`config.mk`:
```
export PLATFORM = sky130hd
export DESIGN_NAME = bcd_calendar_clock
export DESIGN_NICKNAME = d
export VERILOG_FILES = /design/src/rtl/cal_pkg.sv /design/src/rtl/cal_month_len.sv /design/src/rtl/cal_advance.sv /design/src/rtl/bcd_calendar_clock.sv
export SDC_FILE = /design/constraint.sdc
export NUM_CORES = 1
export LEC_CHECK = 0
export ABC_AREA = 1
export BUFFER_PORTS_ARGS = -buffer_cell sky130_fd_sc_hd__buf_2
export CAP_MARGIN = 20
export CORE_UTILIZATION = 55
export CTS_CLUSTER_DIAMETER = 30
export DETAILED_ROUTE_END_ITERATION = 8
export PLACE_DENSITY_LB_ADDON = 0.25
export SLEW_MARGIN = 10
export SYNTH_ARGS = -nofsm -noshare
export SYNTH_HDL_FRONTEND = slang
export SYNTH_HIERARCHICAL = 1
export SYNTH_SLANG_ARGS = --single-unit
```
`constraint.sdc`:
```
create_clock -name clk -period 5.5 [get_ports clk]
set_input_delay 0.825 -clock clk [delete_from_list [all_inputs] [get_ports clk]]
set_output_delay 0.825 -clock clk [all_outputs]
set_load 0.1 [all_outputs]
```
`src/rtl/cal_pkg.sv`:
```
package cal_pkg;
    localparam int BYTE_W    = 8;
    localparam int NUM_TIME  = 11;
    localparam int CTRL_ADDR = 11;
    localparam int A_CS      = 0;
    localparam int A_SEC     = 1;
    localparam int A_MIN     = 2;
    localparam int A_HOUR    = 4;
    localparam int A_DOW     = 6;
    localparam int A_DATE    = 8;
    localparam int A_MON     = 9;
    localparam int A_YEAR    = 10;

    typedef logic [NUM_TIME-1:0][BYTE_W-1:0] tbank_t;

    // readable bits of each time slot; zero marks an unused address
    function automatic logic [BYTE_W-1:0] field_mask(input int unsigned a);
        case (a)
            A_CS, A_YEAR:         return 8'hFF;
            A_SEC, A_MIN, A_HOUR: return 8'h7F;
            A_DOW:                return 8'h07;
            A_DATE:               return 8'h3F;
            A_MON:                return 8'h9F;
            default:              return 8'h00;
        endcase
    endfunction

    function automatic logic [BYTE_W-1:0] bcd_inc(input logic [BYTE_W-1:0] v);
        return (v[3:0] == 4'd9) ? {v[7:4] + 4'd1, 4'd0} : v + 8'd1;
    endfunction

    function automatic tbank_t bank_reset();
        tbank_t b;
        b = '0;
        b[A_DOW]  = 8'h01;
        b[A_DATE] = 8'h01;
        b[A_MON]  = 8'h01;
        return b;
    endfunction
endpackage

```
`src/rtl/cal_month_len.sv`:
```
module cal_month_len (
    input  logic [4:0] month_i,
    input  logic [4:0] year_lo_i,
    output logic [5:0] last_o
);
    logic leap;

    always_comb begin
        // BCD year divisible by 4: even tens needs units 0/4/8, odd tens needs 2/6
        if (year_lo_i[4])
            leap = (year_lo_i[3:0] == 4'd2) || (year_lo_i[3:0] == 4'd6);
        else
            leap = (year_lo_i[3:0] == 4'd0) || (year_lo_i[3:0] == 4'd4) ||
                   (year_lo_i[3:0] == 4'd8);
        case (month_i)
            5'h02:                      last_o = leap ? 6'h29 : 6'h28;
            5'h04, 5'h06, 5'h09, 5'h11: last_o = 6'h30;
            default:                    last_o = 6'h31;
        endcase
    end
endmodule

```
`src/rtl/cal_advance.sv`:
```
module cal_advance
    import cal_pkg::*;
(
    input  tbank_t cur_i,
    input  logic   step_i,
    output tbank_t nxt_o,
    output logic   wrap_o
);
    logic [5:0] last_day;
    logic       c;
    logic       pm;
    logic [4:0] h12;
    logic [5:0] h24;
    logic [5:0] dt;
    logic [4:0] mo;

    cal_month_len u_len (
        .month_i   (cur_i[A_MON][4:0]),
        .year_lo_i (cur_i[A_YEAR][4:0]),
        .last_o    (last_day)
    );

    always_comb begin
        nxt_o  = cur_i;
        wrap_o = 1'b0;
        c      = 1'b0;
        pm     = cur_i[A_HOUR][5];
        h12    = cur_i[A_HOUR][4:0];
        h24    = cur_i[A_HOUR][5:0];
        dt     = cur_i[A_DATE][5:0];
        mo     = cur_i[A_MON][4:0];
        if (step_i) begin
            if (cur_i[A_CS] == 8'h99) begin
                nxt_o[A_CS] = 8'h00;
                wrap_o      = 1'b1;
                c           = 1'b1;
            end else begin
                nxt_o[A_CS] = bcd_inc(cur_i[A_CS]);
            end
        end
        if (c) begin
            if (cur_i[A_SEC][6:0] == 7'h59) nxt_o[A_SEC] = 8'h00;
            else begin nxt_o[A_SEC] = bcd_inc(cur_i[A_SEC]); c = 1'b0; end
        end
        if (c) begin
            if (cur_i[A_MIN][6:0] == 7'h59) nxt_o[A_MIN] = 8'h00;
            else begin nxt_o[A_MIN] = bcd_inc(cur_i[A_MIN]); c = 1'b0; end
        end
        if (c) begin
            if (cur_i[A_HOUR][6]) begin
                if (h12 == 5'h12) begin
                    h12 = 5'h01;
                    c   = 1'b0;
                end else if (h12 == 5'h11) begin
                    h12 = 5'h12;
                    c   = pm;
                    pm  = ~pm;
                end else begin
                    h12 = (h12[3:0] == 4'd9) ? 5'h10 : h12 + 5'd1;
                    c   = 1'b0;
                end
                nxt_o[A_HOUR] = {2'b01, pm, h12};
            end else begin
                if (h24 == 6'h23) h24 = 6'h00;
                else begin
                    h24 = (h24[3:0] == 4'd9) ? {h24[5:4] + 2'd1, 4'd0} : h24 + 6'd1;
                    c   = 1'b0;
                end
                nxt_o[A_HOUR] = {2'b00, h24};
            end
        end
        if (c) begin
            nxt_o[A_DOW] = (cur_i[A_DOW][2:0] == 3'd7) ? 8'h01 : cur_i[A_DOW] + 8'd1;
            if (dt >= last_day) dt = 6'h01;
            else begin
                dt = (dt[3:0] == 4'd9) ? {dt[5:4] + 2'd1, 4'd0} : dt + 6'd1;
                c  = 1'b0;
            end
            nxt_o[A_DATE] = {2'b00, dt};
        end
        if (c) begin
            if (mo == 5'h12) mo = 5'h01;
            else begin
                mo = (mo[3:0] == 4'd9) ? 5'h10 : mo + 5'd1;
                c  = 1'b0;
            end
            nxt_o[A_MON] = {cur_i[A_MON][7:5], mo};
        end
        if (c) begin
            nxt_o[A_YEAR] = (cur_i[A_YEAR] == 8'h99) ? 8'h00 : bcd_inc(cur_i[A_YEAR]);
        end
    end
endmodule

```
`src/rtl/bcd_calendar_clock.sv`:
```
module bcd_calendar_clock
    import cal_pkg::*;
#(
    parameter int ADDR_W = 6
) (
    input  logic              clk,
    input  logic              rst_n,
    input  logic              tick_i,
    input  logic              we_i,
    input  logic [ADDR_W-1:0] addr_i,
    input  logic [7:0]        wdata_i,
    output logic [7:0]        rdata_o,
    output logic              roll_o
);
    typedef struct packed {
        tbank_t              vis;
        tbank_t              cur;
        logic [NUM_TIME-1:0] dirty;
        logic                te;
        logic                roll;
    } state_t;

    state_t st_d, st_q;
    tbank_t adv_bank;
    logic   adv_wrap;
    logic   running;
    logic   commit;
    logic [7:0] wval;

    assign running = ~st_q.cur[A_MON][7];
    assign commit  = tick_i & st_q.te & (|st_q.dirty);

    cal_advance u_adv (
        .cur_i  (st_q.cur),
        .step_i (tick_i & running),
        .nxt_o  (adv_bank),
        .wrap_o (adv_wrap)
    );

    always_comb begin
        st_d      = st_q;
        st_d.cur  = adv_bank;
        st_d.roll = adv_wrap;
        wval      = 8'h00;
        if (commit) begin
            for (int i = 0; i < NUM_TIME; i++)
                if (st_q.dirty[i]) st_d.cur[i] = st_q.vis[i];
            st_d.dirty = '0;
        end
        if (tick_i && st_q.te && (running || commit))
            st_d.vis = st_d.cur;
        if (we_i) begin
            if (addr_i == ADDR_W'(CTRL_ADDR))
                st_d.te = wdata_i[7];
            for (int i = 0; i < NUM_TIME; i++) begin
                if (addr_i == ADDR_W'(i) && field_mask(i) != 8'h00) begin
                    wval        = wdata_i & field_mask(i);
                    st_d.vis[i] = wval;
                    if (st_q.te) begin
                        st_d.cur[i]   = wval;
                        st_d.dirty[i] = 1'b0;
                    end else begin
                        st_d.dirty[i] = 1'b1;
                    end
                end
            end
        end
    end

    always_ff @(posedge clk) begin
        if (!rst_n) begin
            st_q.vis   <= bank_reset();
            st_q.cur   <= bank_reset();
            st_q.dirty <= '0;
            st_q.te    <= 1'b1;
            st_q.roll  <= 1'b0;
        end else begin
            st_q <= st_d;
        end
    end

    always_comb begin
        rdata_o = 8'h00;
        if (addr_i == ADDR_W'(CTRL_ADDR))
            rdata_o = {st_q.te, 7'b0};
        for (int i = 0; i < NUM_TIME; i++)
            if (addr_i == ADDR_W'(i)) rdata_o = st_q.vis[i];
    end

    assign roll_o = st_q.roll;
endmodule

```
==> out/metrics.csv, run 1 <==
stage,metric,value,unit
setup_path,critPathRequiredTime,4.68,ns
drt,met1_length,13770,um
logic_synthesis,yosysTopAreaCellShare,0.3374,
drt,wl_met3,2690,um
power,peakVddDrop,0.2305,mV
clock_tree,cts.repair.resized,0,
placed_design,dp_hpwl,22610,um
timing,setup_viol,0,
drt,drtAntennaViolNets,0,
min_path,hp-class,flop to flop,
logic_synthesis,syn_area,11040,um^2
placed_design,portBuffers,26,
logic_synthesis,synth_top_area_cell,dfxtp_1,
logic_synthesis,syn_inst,1670,
job,maxCapViolations,0,
clock_tree,cts_tree,built,
drt,drt_wl_total,30790,um
drt,wl_per_cell,16.03,um
clock_tree,clk_pin_slew,0.07,ns
setup_path,cp.arrival,2.95,ns
grt,grt_pass1_vias,9434,
floorplan,coreArea,19590,um^2
setup_path,critical_path_class,input pin to output port,
finish,num-nets-final,1689,
finish,final_util,0.5955,
floorplan,start_util,0.5634,
drt,drt_iter0_markers,1076,
outcome,outcome,"complete, no violations",
finish,stdcell_count,1921,
placed_design,dp_cells,1889,
grt,grt_max_degree,85,
logic_synthesis,yosysWarningCount,6,
placed_design,routabilityCongestion,0.9746,
floorplan,die_w,143.7,um
clock_tree,cts_htree_levels,4,
drt,highest_layer,met4,
finish,diodes,0,
power,power_density,242.1,nW/um^2
grt,overflow,0,
timing,setup_slack,1.728,ns
clock_tree,cts_setup_buffers,0,
floorplan,die_h,143.7,um
logic_synthesis,syn_area_per_cell,6.609,um^2
logic_synthesis,synthDistinctLibCells,52,
floorplan,dieArea,20640,um^2
setup_path,start_kind,input pin,
clock_tree,hold_buffers,0,
timing,finalSetupTns,0,ns
finish,syn2layout_area_growth,5.691,%
clock_tree,root_buffer,clkbuf_16,
clock_tree,cts_made_buffers,17,
logic_synthesis,postSynthRegisterBits,186,
timing,period_minus_slack,3.772,ns
timing,max_clock_freq,265.1,MHz
drt,dr.pass1.iters,6,
grt,grt.total_usage,0.3051,
timing,maxSlewViolCount,0,
logic_synthesis,yosysSeqAreaShare,0.3374,
clock_tree,clock-sinks,186,
placed_design,dp_slack,1.690,ns
timing,fin_crit_sh,0.6858,
logic_synthesis,synthTopCellsByArea,"dfxtp_1 (34%), nand2_1 (15%), inv_1 (7.0%)",
timing,rsz0062_at_grt,false,
floorplan,ios,27,
drt,route.detailed.drc,0,
setup_path,cp_max_fo,12,
grt,antenna_found_initial,0,
timing,hold_viol_final,0,
timing,tightest_slew,0.8841,ns
timing,fin_skew,0.009087,ns
finish,layout-drive-gt1-share,0.08213,
drt,avgViaCountPerCell,5.597,
grt,grt_pass1_wl,48810,um
clock_tree,clock_latency,0.44,ns
power,leakage,5.536,nW
setup_path,end_kind,output port,
power,p_total,2.824,mW
drt,dr_wl_met2,13870,um
floorplan,rows,51,
timing,slew_headroom,0.4106,
drt,vias,10750,
clock_tree,clockBufferDepth,2,
==> cell families after synthesis <==
group                    Yosys count  share of synthesized area
multiplexers                       8                   0.007256
adder cells (fa/ha/maj)           28                    0.03174
flip-flops                       186                     0.3374
buffers and inverters            308                     0.1207
AND/OR/NAND/NOR                  747                     0.2985
XOR/XNOR                          25                    0.01984
AO/OA/AOI/OAI                    366                     0.1839
other                              2                  0.0006804
==> report_power, final <==
group          internal (mW)  switching (mW)  leakage, nW
combinational         0.0550           0.168         3.75
sequential              1.38          0.0264         1.51
clock                  0.610           0.589        0.276
==> cells in the final DEF (no fill, tap or decap), types with 28 or more instances in the layout <==
cell	netlist	final
nand4_1	29	29
o22ai_1	50	50
nand3_1	59	59
nand2_1	448	447
ha_1	28	28
a21oi_1	121	121
dfxtp_1	186	186
nor2_1	146	146
o21ai_0	133	133
inv_1	207	206
==> cells in the mapped netlist (all sizes together) <==
| library cell | count |
|---|---|
| a21boi | 1 |
| a21o | 1 |
| a21oi | 121 |
| a22oi | 12 |
| a31o | 1 |
| a31oi | 7 |
| buf | 59 |
| clkbuf | 21 |
| clkinv | 5 |
| conb | 2 |
| dfxtp | 186 |
| ha | 28 |
| inv | 223 |
| mux2i | 8 |
| nand2 | 458 |
| nand3 | 64 |
| nand3b | 1 |
| nand4 | 30 |
| nor2 | 176 |
| nor3 | 11 |
| nor4 | 4 |
| o2111ai | 1 |
| o211ai | 2 |
| o21a | 5 |
| o21ai | 145 |
| o21bai | 6 |
| o221ai | 1 |
| o22ai | 50 |
| o31ai | 1 |
| o32ai | 12 |
| or2 | 3 |
| xnor2 | 4 |
| xor2 | 21 |
==> layout make-up <==
| class | instances | area, um^2 |
|---|---|---|
| clock buffers | 18 | 439.2 |
| clock inverters | 14 | 131.4 |
| fillers | 1932 | 7925 |
| inverters | 228 | 858.3 |
| multi-input cells | 1177 | 5998 |
| flip-flops and latches | 186 | 3724 |
| well taps | 265 | 331.6 |
| repair buffers | 33 | 182.7 |
==> layer usage <==
| metal | track usage | vias up |
|---|---|---|
| li1 | - | 5345 |
| met1 | 0.4177 | 4956 |
| met2 | 0.4831 | 413 |
| met3 | 0.06331 | 38 |
| met4 | 0.08623 | 0 |
| met5 | 0 | - |
==> registers in the layout, indices dropped and copies added (netlist names) <==
register  flops
roll_o        1
st_q        185
==> final timing paths <==
| kind | cells past startpoint | slack [ns] | start | end |
|---|---|---|---|---|
| worst max-delay path | 9 | 1.73 | addr_i[5] | rdata_o[3] |
| worst min-delay path | 2 | 0.42 | st_q[74] | st_q[74] |
| worst max register to register | 13 | 2.27 | st_q[92] | st_q[167] |
| worst min register to register | 2 | 0.42 | st_q[74] | st_q[74] |
==> metrics by stage <==
| step | hold WS, ns | cell area [um^2] |
|---|---|---|
| floorplan | 0.4300 | 11040 |
| detailed placement | 0.4133 | 11090 |
| CTS | 0.4243 | 11660 |
| finish | 0.4226 | 11660 |
| global route | 0.4348 | 11660 |
| global placement | 0.4096 | 11090 |
==> worst max-delay path, stage by stage <==
cell and delay [ns]:
buf_2 0.10, nor2_2 0.43, inv_1 0.15, nor4_2 0.56, nand2_1 0.11, nand4_1 0.16, nor2_1 0.06, nand4_1 0.09
buf_2 0.44
No activity file was read; power rests on OpenSTA's default activity.
==> run 2, diff against run 1 <==
==> constraint.sdc (replaced) <==
create_clock -name clk -period 3.2 [get_ports clk]
set_input_delay 0.48 -clock clk [delete_from_list [all_inputs] [get_ports clk]]
set_output_delay 0.48 -clock clk [all_outputs]
set_load 0.1 [all_outputs]
==> out/metrics.csv, run 2 (synthesized netlist as in run 1, its figures left out) <==
stage,metric,value,unit
timing,rsz0062_at_grt,false,
grt,grt_max_degree,77,
clock_tree,hold_buffers,0,
power,p_total,4.966,mW
timing,fin_skew,0.01144,ns
clock_tree,clock-sinks,186,
finish,layout-drive-gt1-share,0.09037,
drt,drt_wl_total,31020,um
setup_path,reg2reg_depth,17,
setup_path,rrSetupSlack,0.57,ns
timing,fin_crit_sh,0.8954,
finish,layout_commonest_cell,nand2_1,
drt,drt_iter0_markers,1327,
finish,fillers,1870,
clock_tree,cts_setup_buffers,0,
finish,num-nets-final,1704,
finish,regMostFlops,st_q,
drt,dr.pass1.iters,6,
setup_path,critPathRequiredTime,2.72,ns
outcome,outcome,"complete, no violations",
grt,grt_pass1_wl,49140,um
floorplan,die_w,143.7,um
placed_design,routabilityCongestion,0.9458,
grt,antenna_found_initial,0,
timing,max_clock_freq,349.0,MHz
finish,syn2layout_area_growth,8.344,%
timing,finalSetupTns,0,ns
clock_tree,cts_htree_levels,4,
power,power_density,415.3,nW/um^2
timing,hold_viol_final,0,
floorplan,dieArea,20640,um^2
floorplan,coreArea,19590,um^2
min_path,holdPathEnd,st_q[1],
placed_design,dpl_cell_area,11350,um^2
setup_path,end_kind,output port,
min_path,hold_path.startpoint,wdata_i[7],
setup_path,worstReg2RegEnd,st_q[100],
timing,tightest_slew,0.6511,ns
timing,period_minus_slack,2.865,ns
timing,slew_headroom,0.5623,
setup_path,cp_max_fo,12,
timing,maxSlewViolCount,0,
drt,wl_per_cell,16.02,um
placed_design,dp_hpwl,23200,um
power,peakVddDrop,0.3563,mV
grt,grt.total_usage,0.3089,
min_path,hp-class,input pin to flop,
power,leakage,5.656,nW
floorplan,die_h,143.7,um
clock_tree,cts_made_buffers,17,
min_path,holdPathStages,3,
drt,route.detailed.drc,0,
clock_tree,clockBufferDepth,2,
clock_tree,clock_latency,0.44,ns
setup_path,cp.arrival,2.39,ns
drt,drtAntennaViolNets,0,
setup_path,critical_path_class,input pin to output port,
grt,grt_pass1_vias,9585,
job,maxCapViolations,0,
clock_tree,cts_tree,built,
timing,setup_viol,0,
floorplan,rows,51,
finish,diodes,0,
finish,largest_reg_flops,185,
finish,mostFrequentLayoutCells,"nand2_1 (447), inv_1 (206), dfxtp_1 (186)",
setup_path,start_kind,input pin,
drt,avgViaCountPerCell,5.614,
setup_path,timing.rr.start,st_q[86],
clock_tree,clk_pin_slew,0.07,ns
floorplan,ios,27,
finish,final_area,11960,um^2
finish,final_util,0.6104,
floorplan,start_util,0.5634,
drt,vias,10870,
grt,overflow,0,
clock_tree,root_buffer,clkbuf_16,
clock_tree,cts.repair.resized,0,
placed_design,portBuffers,26,
## run 2: metal layers
metal  global-route usage  vias up  wire [um]
li1                     -     5391          -
met1               0.4237     4973      13860
met2               0.4969      459      13990
met3              0.05065       46       2601
met4              0.09127        0        572
met5                    0        -          0
## run 2: worst max-delay path by stage
stage	to	startpoint	slack (ns)
final	rdata_o[1]	addr_i[5]	0.33
after floorplan	rdata_o[1]	addr_i[5]	0.47
after detailed placement	st_q[167]	tick_i	0.34
after global routing	rdata_o[0]	addr_i[5]	0.23
after global placement	st_q[166]	tick_i	0.39
after CTS	rdata_o[1]	addr_i[5]	0.38
## run 2: worst max-delay path, cell delays in order
cell and delay [ns]:
buf_2 0.10, nor2_2 0.44, inv_1 0.16, nor4_2 0.52, nand2_1 0.14, nand4_1 0.13, nor2_1 0.05, nand4_1 0.16
buf_12 0.21
## run 2: power by group
group	internal [mW]	switching, mW	leakage, nW
logic	0.113	0.297	3.86
clock network	1.12	1.03	0.289
registers	2.36	0.0445	1.51
## run 2: metrics by stage
| stage | setup WS [ns] | cells | hold WS [ns] |
|---|---|---|---|
| 2_1_floorplan | 0.4687 | 1671 | 0.4300 |
| 3_3_place_gp | 0.3923 | 1904 | 0.4102 |
| 3_5_place_dp | 0.3436 | 1904 | 0.4133 |
| 4_1_cts | 0.3825 | 1936 | 0.3446 |
| 5_1_grt | 0.2350 | 1936 | 0.3905 |
| 6_report | 0.3346 | 1936 | 0.3518 |
## run 2: area by class of cell
cell class	instances	area, um^2	area share
Clock buffer	17	425.4	0.03558
Clock inverter	15	180.2	0.01507
Inverter	228	858.3	0.07178
Multi-Input combinational cell	1177	5998	0.5016
Sequential cell	186	3724	0.3114
Tap cell	265	331.6	0.02773
Timing Repair Buffer	48	440.4	0.03683
